<file path="config.mk">
export PLATFORM = sky130hd
export DESIGN_NAME = cap_frame_writer
export DESIGN_NICKNAME = d
export VERILOG_FILES = /design/src/rtl/cap_pkg.sv /design/src/rtl/cap_geom.sv /design/src/rtl/cap_arm.sv /design/src/rtl/cap_frame_writer.sv
export SDC_FILE = /design/constraint.sdc
export NUM_CORES = 1
export LEC_CHECK = 0
export BUFFER_PORTS_ARGS = -buffer_cell sky130_fd_sc_hd__clkbuf_2
export CORE_UTILIZATION = 45
export CTS_CLUSTER_SIZE = 40
export DETAILED_ROUTE_END_ITERATION = 6
export GPL_ROUTABILITY_DRIVEN = 0
export PLACE_DENSITY = 0.66
export SKIP_LAST_GASP = 1
export SLEW_MARGIN = 25
export SYNTH_ARGS = -nofsm -noshare
export SYNTH_HDL_FRONTEND = slang
export SYNTH_SLANG_ARGS = --single-unit
export TNS_END_PERCENT = 20
</file>
<file path="constraint.sdc">
create_clock -name clk_pix -period 2.7 [get_ports clk_pix]
set_input_delay 0.135 -clock clk_pix [delete_from_list [all_inputs] [get_ports clk_pix]]
set_output_delay 0.135 -clock clk_pix [all_outputs]
set_load 0.1 [all_outputs]
</file>
<file path="src/rtl/cap_pkg.sv">
package cap_pkg;
  typedef enum logic [1:0] {
    ARM_IDLE = 2'd0,
    ARM_WAIT = 2'd1,
    ARM_RUN  = 2'd2
  } arm_state_e;
endpackage

</file>
<file path="src/rtl/cap_geom.sv">
module cap_geom #(
  parameter int IMG_W = 640,
  parameter int IMG_H = 480,
  localparam int COL_W = $clog2(IMG_W + 1),
  localparam int ROW_W = $clog2(IMG_H + 1)
) (
  input  logic             clk_pix,
  input  logic             rst_n,
  input  logic             vsync,
  input  logic             href,
  output logic [COL_W-1:0] pix_col,
  output logic [ROW_W-1:0] pix_row,
  output logic             pix_ok,
  output logic             line_end,
  output logic             vs_rise
);
  logic             hr_prev, vs_prev;
  logic [COL_W-1:0] col_q;
  logic [ROW_W-1:0] row_q;
  logic             hr_rise;

  assign hr_rise  = href & ~hr_prev;
  assign line_end = hr_prev & ~href;
  assign vs_rise  = vsync & ~vs_prev;
  assign pix_ok   = href & ~vsync;
  assign pix_col  = hr_rise ? '0 : col_q;
  assign pix_row  = row_q;

  always_ff @(posedge clk_pix) begin
    if (!rst_n) begin
      hr_prev <= 1'b0;
      vs_prev <= 1'b0;
      col_q   <= '0;
      row_q   <= '0;
    end else begin
      hr_prev <= href;
      vs_prev <= vsync;
      // column counter saturates at IMG_W so overlong lines never wrap
      if (href && pix_col < COL_W'(IMG_W))
        col_q <= pix_col + 1'b1;
      if (vsync)
        row_q <= '0;
      else if (line_end && row_q < ROW_W'(IMG_H))
        row_q <= row_q + 1'b1;
    end
  end

  // first pixel of a line is column 0, the next one column 1
  p_col_restart_r6: assert property (@(posedge clk_pix) disable iff (!rst_n)
    (href && !hr_prev) |=> (!href || col_q == COL_W'(1)));
  // row index is cleared by a vsync pulse
  p_row_clear_r6: assert property (@(posedge clk_pix) disable iff (!rst_n)
    vsync |=> (row_q == '0));
endmodule

</file>
<file path="src/rtl/cap_arm.sv">
module cap_arm
  import cap_pkg::*;
(
  input  logic clk_pix,
  input  logic rst_n,
  input  logic cfg_done,
  input  logic vsync,
  input  logic vs_rise,
  input  logic line_end,
  output logic running,
  output logic frame_done
);
  arm_state_e state_q;
  logic       line_seen_q;

  assign running = (state_q == ARM_RUN) & cfg_done;

  always_ff @(posedge clk_pix) begin
    if (!rst_n) begin
      state_q     <= ARM_IDLE;
      line_seen_q <= 1'b0;
      frame_done  <= 1'b0;
    end else begin
      frame_done <= running & vs_rise & line_seen_q;
      if (!running || vs_rise)
        line_seen_q <= 1'b0;
      else if (line_end && !vsync)
        line_seen_q <= 1'b1;
      if (!cfg_done)
        state_q <= ARM_IDLE;
      else begin
        unique case (state_q)
          ARM_IDLE: state_q <= ARM_WAIT;
          ARM_WAIT: if (vsync) state_q <= ARM_RUN;
          default:  state_q <= ARM_RUN;
        endcase
      end
    end
  end

  // entering the running state needs a sampled vsync pulse
  p_arm_on_vsync_r3: assert property (@(posedge clk_pix) disable iff (!rst_n)
    (state_q == ARM_RUN && $past(state_q) != ARM_RUN) |-> $past(vsync));
  // the frame pulse lasts a single cycle
  p_done_single_r8: assert property (@(posedge clk_pix) disable iff (!rst_n)
    frame_done |=> !frame_done);
  // dropping the done flag leaves the running state
  p_drop_done_r9: assert property (@(posedge clk_pix) disable iff (!rst_n)
    !cfg_done |=> (state_q == ARM_IDLE));
endmodule

</file>
<file path="src/rtl/cap_frame_writer.sv">
module cap_frame_writer #(
  parameter int IMG_W     = 640,
  parameter int IMG_H     = 480,
  parameter int DEC_SHIFT = 1,
  localparam int BUF_W  = IMG_W >> DEC_SHIFT,
  localparam int BUF_H  = IMG_H >> DEC_SHIFT,
  localparam int DEPTH  = BUF_W * BUF_H,
  localparam int ADDR_W = $clog2(DEPTH),
  localparam int COL_W  = $clog2(IMG_W + 1),
  localparam int ROW_W  = $clog2(IMG_H + 1)
) (
  input  logic              clk_pix,
  input  logic              rst_n,
  input  logic              cfg_done,
  input  logic              vsync,
  input  logic              href,
  input  logic [7:0]        pix_data,
  output logic              wr_valid,
  output logic [ADDR_W-1:0] wr_addr,
  output logic [7:0]        wr_data,
  output logic              frame_done
);
  logic [COL_W-1:0]  pix_col;
  logic [ROW_W-1:0]  pix_row;
  logic              pix_ok, line_end, vs_rise, running;
  logic              on_grid, in_range, take;
  logic [ADDR_W-1:0] a_row, a_col, addr_next;

  cap_geom #(.IMG_W(IMG_W), .IMG_H(IMG_H)) u_geom (
    .clk_pix (clk_pix),
    .rst_n   (rst_n),
    .vsync   (vsync),
    .href    (href),
    .pix_col (pix_col),
    .pix_row (pix_row),
    .pix_ok  (pix_ok),
    .line_end(line_end),
    .vs_rise (vs_rise)
  );

  cap_arm u_arm (
    .clk_pix   (clk_pix),
    .rst_n     (rst_n),
    .cfg_done  (cfg_done),
    .vsync     (vsync),
    .vs_rise   (vs_rise),
    .line_end  (line_end),
    .running   (running),
    .frame_done(frame_done)
  );

  generate
    if (DEC_SHIFT == 0) begin : g_full
      assign on_grid = 1'b1;
    end else begin : g_dec
      assign on_grid = (pix_col[DEC_SHIFT-1:0] == '0) &&
                       (pix_row[DEC_SHIFT-1:0] == '0);
    end
  endgenerate

  assign in_range  = (pix_col < COL_W'(IMG_W)) && (pix_row < ROW_W'(IMG_H));
  assign take      = running & pix_ok & on_grid & in_range;
  assign a_row     = ADDR_W'(pix_row >> DEC_SHIFT);
  assign a_col     = ADDR_W'(pix_col >> DEC_SHIFT);
  assign addr_next = a_row * ADDR_W'(BUF_W) + a_col;

  always_ff @(posedge clk_pix) begin
    if (!rst_n) begin
      wr_valid <= 1'b0;
      wr_addr  <= '0;
      wr_data  <= '0;
    end else begin
      wr_valid <= take;
      if (take) begin
        wr_addr <= addr_next;
        wr_data <= pix_data;
      end
    end
  end

  // no write follows a cycle without the done flag
  p_idle_quiet_r2: assert property (@(posedge clk_pix) disable iff (!rst_n)
    !cfg_done |=> !wr_valid);
  // every write stems from an active pixel cycle
  p_write_from_pixel_r4: assert property (@(posedge clk_pix) disable iff (!rst_n)
    wr_valid |-> $past(href && !vsync));
  // written byte is the byte sampled one clock earlier
  p_data_delay_r5: assert property (@(posedge clk_pix) disable iff (!rst_n)
    wr_valid |-> (wr_data == $past(pix_data)));
  // addresses stay inside the packed buffer
  p_addr_bound_r7: assert property (@(posedge clk_pix) disable iff (!rst_n)
    wr_valid |-> (wr_addr < ADDR_W'(DEPTH)));
  // frame pulse follows a vsync sample
  p_done_after_vs_r8: assert property (@(posedge clk_pix) disable iff (!rst_n)
    frame_done |-> $past(vsync));
endmodule

</file>
==> out/results.tsv <==
stage	metric	value	unit
worst_hold_path	hp-start	pix_data[0]	
critical_path	setup.worst_path.end_class	flop	
status	status	complete, no violations	
routing	dr.pass1.iters	4	
global_routing	gr-usage-all-layers	18.41	%
critical_path	r2r_cells	8	
synthesis	avgSynthCellArea	8.555	µm²
timing	finalHoldViolations	0	
synthesis	yosysSeqAreaShare	38.88	%
floorplan	rows	27	
global_routing	grt_overflow_total	0	
routing	remaining_drc_errors	0	
placement	numPortBuffers	39	
global_routing	grt_pass1_vias	2018	
clock_tree	path_clk_slew	0.09	ns
placement	hpwl	3792	µm
timing	rsz0062_at_grt	false	
clock_tree	cts_hold_buf	0	
finish	synthToLayoutAreaGrowth	15.82	%
floorplan	start_util	47.12	%
critical_path	crit_arrival	2.80	ns
finish	final_cells	420	
clock_tree	cts_htree_levels	2	
critical_path	ff2ff_setup_slack	0.13	ns
routing	routed_via_density	5.143	
finish	nNetsFinal	379	
synthesis	synthArstFlopShare	0	%
finish	antenna_cells	0	
power	powerDensity	455.8	mW/mm²
clock_tree	clk_path_buf_depth	2	
timing	slew-limit-headroom	34.48	%
synthesis	synth_flop_cell	dfxtp_1	
finish	drive_above_1_share	19.83	%
worst_hold_path	hold_path_class	input pin to flop	
synthesis	ys_types	50	
clock_tree	cts_setup_buffers	0	
routing	wl	5231	µm
timing	fmax	389.6	MHz
flow_run	maxCapViolations	0	
routing	ant_nets	0	
worst_hold_path	holdPathEnd	wr_data[0]	
timing	worst_pin_slew	0.9817	ns
placement	dp.cells	412	
synthesis	ys_ff_latch	51	
critical_path	crit_type	flop to flop	
global_routing	grt_pass1_wl	9025	µm
timing	min_period	2.566	ns
floorplan	core_area	0.005574	mm²
floorplan	die_w	78.40	µm
synthesis	synth_common_cells	dfxtp_1 (51), nand2_1 (43), a21oi_1 (30)	
synthesis	synth_area_leaders	dfxtp_1 (39%), ha_1 (8.1%), nand2_1 (6.1%), a21oi_1 (5.7%), nor2_1 (3.9%)	
clock_tree	cts-root-buf	clkbuf_8	
timing	fin_skew	0.004396	ns
global_routing	grt_start_max_net_pins	33	
synthesis	synth_most_common_cell	dfxtp_1	
worst_hold_path	holdPathStages	3	
synthesis	netlist.area_leader.share	38.88	%
routing	drtIter0Drc	83	
synthesis	synth_largest_area_cell	dfxtp_1	
floorplan	die_y	78.40	µm
synthesis	syn_inst	307	
floorplan	fp.dieArea	0.006146	mm²
synthesis	synth_edf_count	0	
power	max-vdd-ir-drop	0.0002587	V
synthesis	syn-num-nets	339	
critical_path	required	2.93	ns
clock_tree	cts.sinks	51	
synthesis	yosysWarnings	0	
critical_path	reg2reg_from	u_geom.pix_row[4]	
critical_path	crit_fanout	5	
routing	post_drt_wl_per_cell	12.45	µm
finish	postLayoutCoreUtil	54.57	%
critical_path	regToRegEndpoint	wr_addr[15]	
global_routing	antenna_found_initial	0	
clock_tree	clkLatencyLatePin	0.31	ns
floorplan	pin_count	40	
timing	fin_tns_setup	0	ns
timing	min_period_over_period	95.05	%
clock_tree	cts_tree	yes	
clock_tree	cts_made_buffers	5	
synthesis	synth_area	0.002626	mm²
timing	drv_slew	0	
timing	finalSetupViolCount	0	
critical_path	start_kind	flop	
timing	holdWs	0.03471	ns
routing	num_vias	2160	
finish	n_fill_cell	557	
power	leakage	1.264	nW
## critical path, stage by stage (launching register included)
cell and delay [ns]:
dfxtp_1 0.41, ha_1 0.26, ha_1 0.25, fa_1 0.57, o211a_1 0.15, o21ai_1 0.09
nor4b_2 0.39, a311oi_1 0.18, a211oi_2 0.18
## per-layer routing
layer	wire, µm	track usage (%)	share of wire, %
met5	0	0	0
met4	59	5.370	1.1
met3	136	3.488	2.6
met2	2547	32.54	49
met1	2487	22.59	48
## stage by stage
step | instance area [µm²] | worst slack [ns] | total power, mW
2_1_floorplan | 2626 | 0.2500 | 0.8174
3_3_place_gp | 2908 | 0.1784 | 0.8375
3_5_place_dp | 2908 | 0.09606 | 0.8380
4_1_cts | 3029 | 0.09591 | 1.401
5_1_grt | 3042 | 0.004767 | 1.444
6_report | 3042 | 0.1335 | 1.386
## final cells by class
class / instances / area (µm²) / area share [%]
Multi-Input combinational cell: 235 / 1531 / 50.35
Sequential cell: 51 / 1021 / 33.57
Tap cell: 72 / 90.09 / 2.962
Clock inverter: 2 / 38.79 / 1.275
Inverter: 8 / 30.03 / 0.9872
Clock buffer: 6 / 82.58 / 2.715
Timing Repair Buffer: 46 / 247.7 / 8.145
## report_power, final
| part | switching, mW | total [mW] | internal (mW) |
|---|---|---|---|
| Sequential | 0.00462 | 0.762 | 0.757 |
| Combinational | 0.0391 | 0.0585 | 0.0194 |
| Clock | 0.261 | 0.566 | 0.305 |
## timing repair
action,4_1_cts,5_1_grt
gates resized for setup,0,2
hold endpoints to repair,0,0
setup endpoints to repair,0,2
## state kept, by name (all words and copies together), names as in the netlist
| register | flops |
|---|---|
| u_geom.hr_prev | 1 |
| u_geom.vs_prev | 1 |
| u_geom.col_q | 10 |
| wr_addr | 17 |
| u_arm.line_seen_q | 1 |
| wr_valid | 1 |
| u_geom.pix_row | 9 |
| u_arm.frame_done | 1 |
| u_arm.state_q | 2 |
| wr_data | 8 |
## kinds of logic (layout without fill, tap and decap cells)
kind of cell    count (synthesis)  after routing  share of synthesized area, %
compound gates                 65             65                         16.01
flops                          51             51                         38.88
xor+xnor                       20             20                         6.956
mux                             1              1                        0.3811
simple gates                  130            130                         24.87
buf+inv                        21             62                         3.287
fa+ha+maj                      19             19                         9.624
## worst max path at each step
stage,slack [ns],endpoint,startpoint,cells past startpoint
final,0.13,wr_addr[15],u_geom.pix_row[4],8
after global routing,0.005,wr_addr[15],u_geom.pix_row[4],8
after CTS,0.1,wr_addr[15],u_geom.pix_row[4],8
after detailed placement,0.1,wr_addr[15],u_geom.pix_row[4],8
after global placement,0.18,wr_addr[15],u_geom.pix_row[4],8
after floorplan,0.25,wr_addr[15],u_geom.pix_row[2],8
## layout by cell type, fill, tap and decap left out, types with 2 or more instances in the layout
master | synthesis | final
nor3b_1 | 2 | 2
nor3_1 | 3 | 3
xor2_1 | 9 | 9
nand2_1 | 43 | 43
o21ai_0 | 12 | 12
nand2b_1 | 5 | 5
a21oi_1 | 30 | 30
nor2b_1 | 7 | 7
ha_1 | 17 | 17
a21o_1 | 2 | 2
clkbuf_8 | 0 | 6
clkbuf_2 | 0 | 39
a211oi_2 | 3 | 4
nor2_1 | 27 | 27
and4_1 | 3 | 3
nand4_1 | 8 | 8
a211oi_1 | 4 | 3
fa_1 | 2 | 2
and2_1 | 8 | 8
and3_1 | 2 | 2
dfxtp_1 | 51 | 51
xnor2_1 | 10 | 10
buf_4 | 1 | 7
or3_1 | 2 | 2
nand3_1 | 13 | 13
inv_1 | 8 | 8
Power figures use the tool's default switching activity.
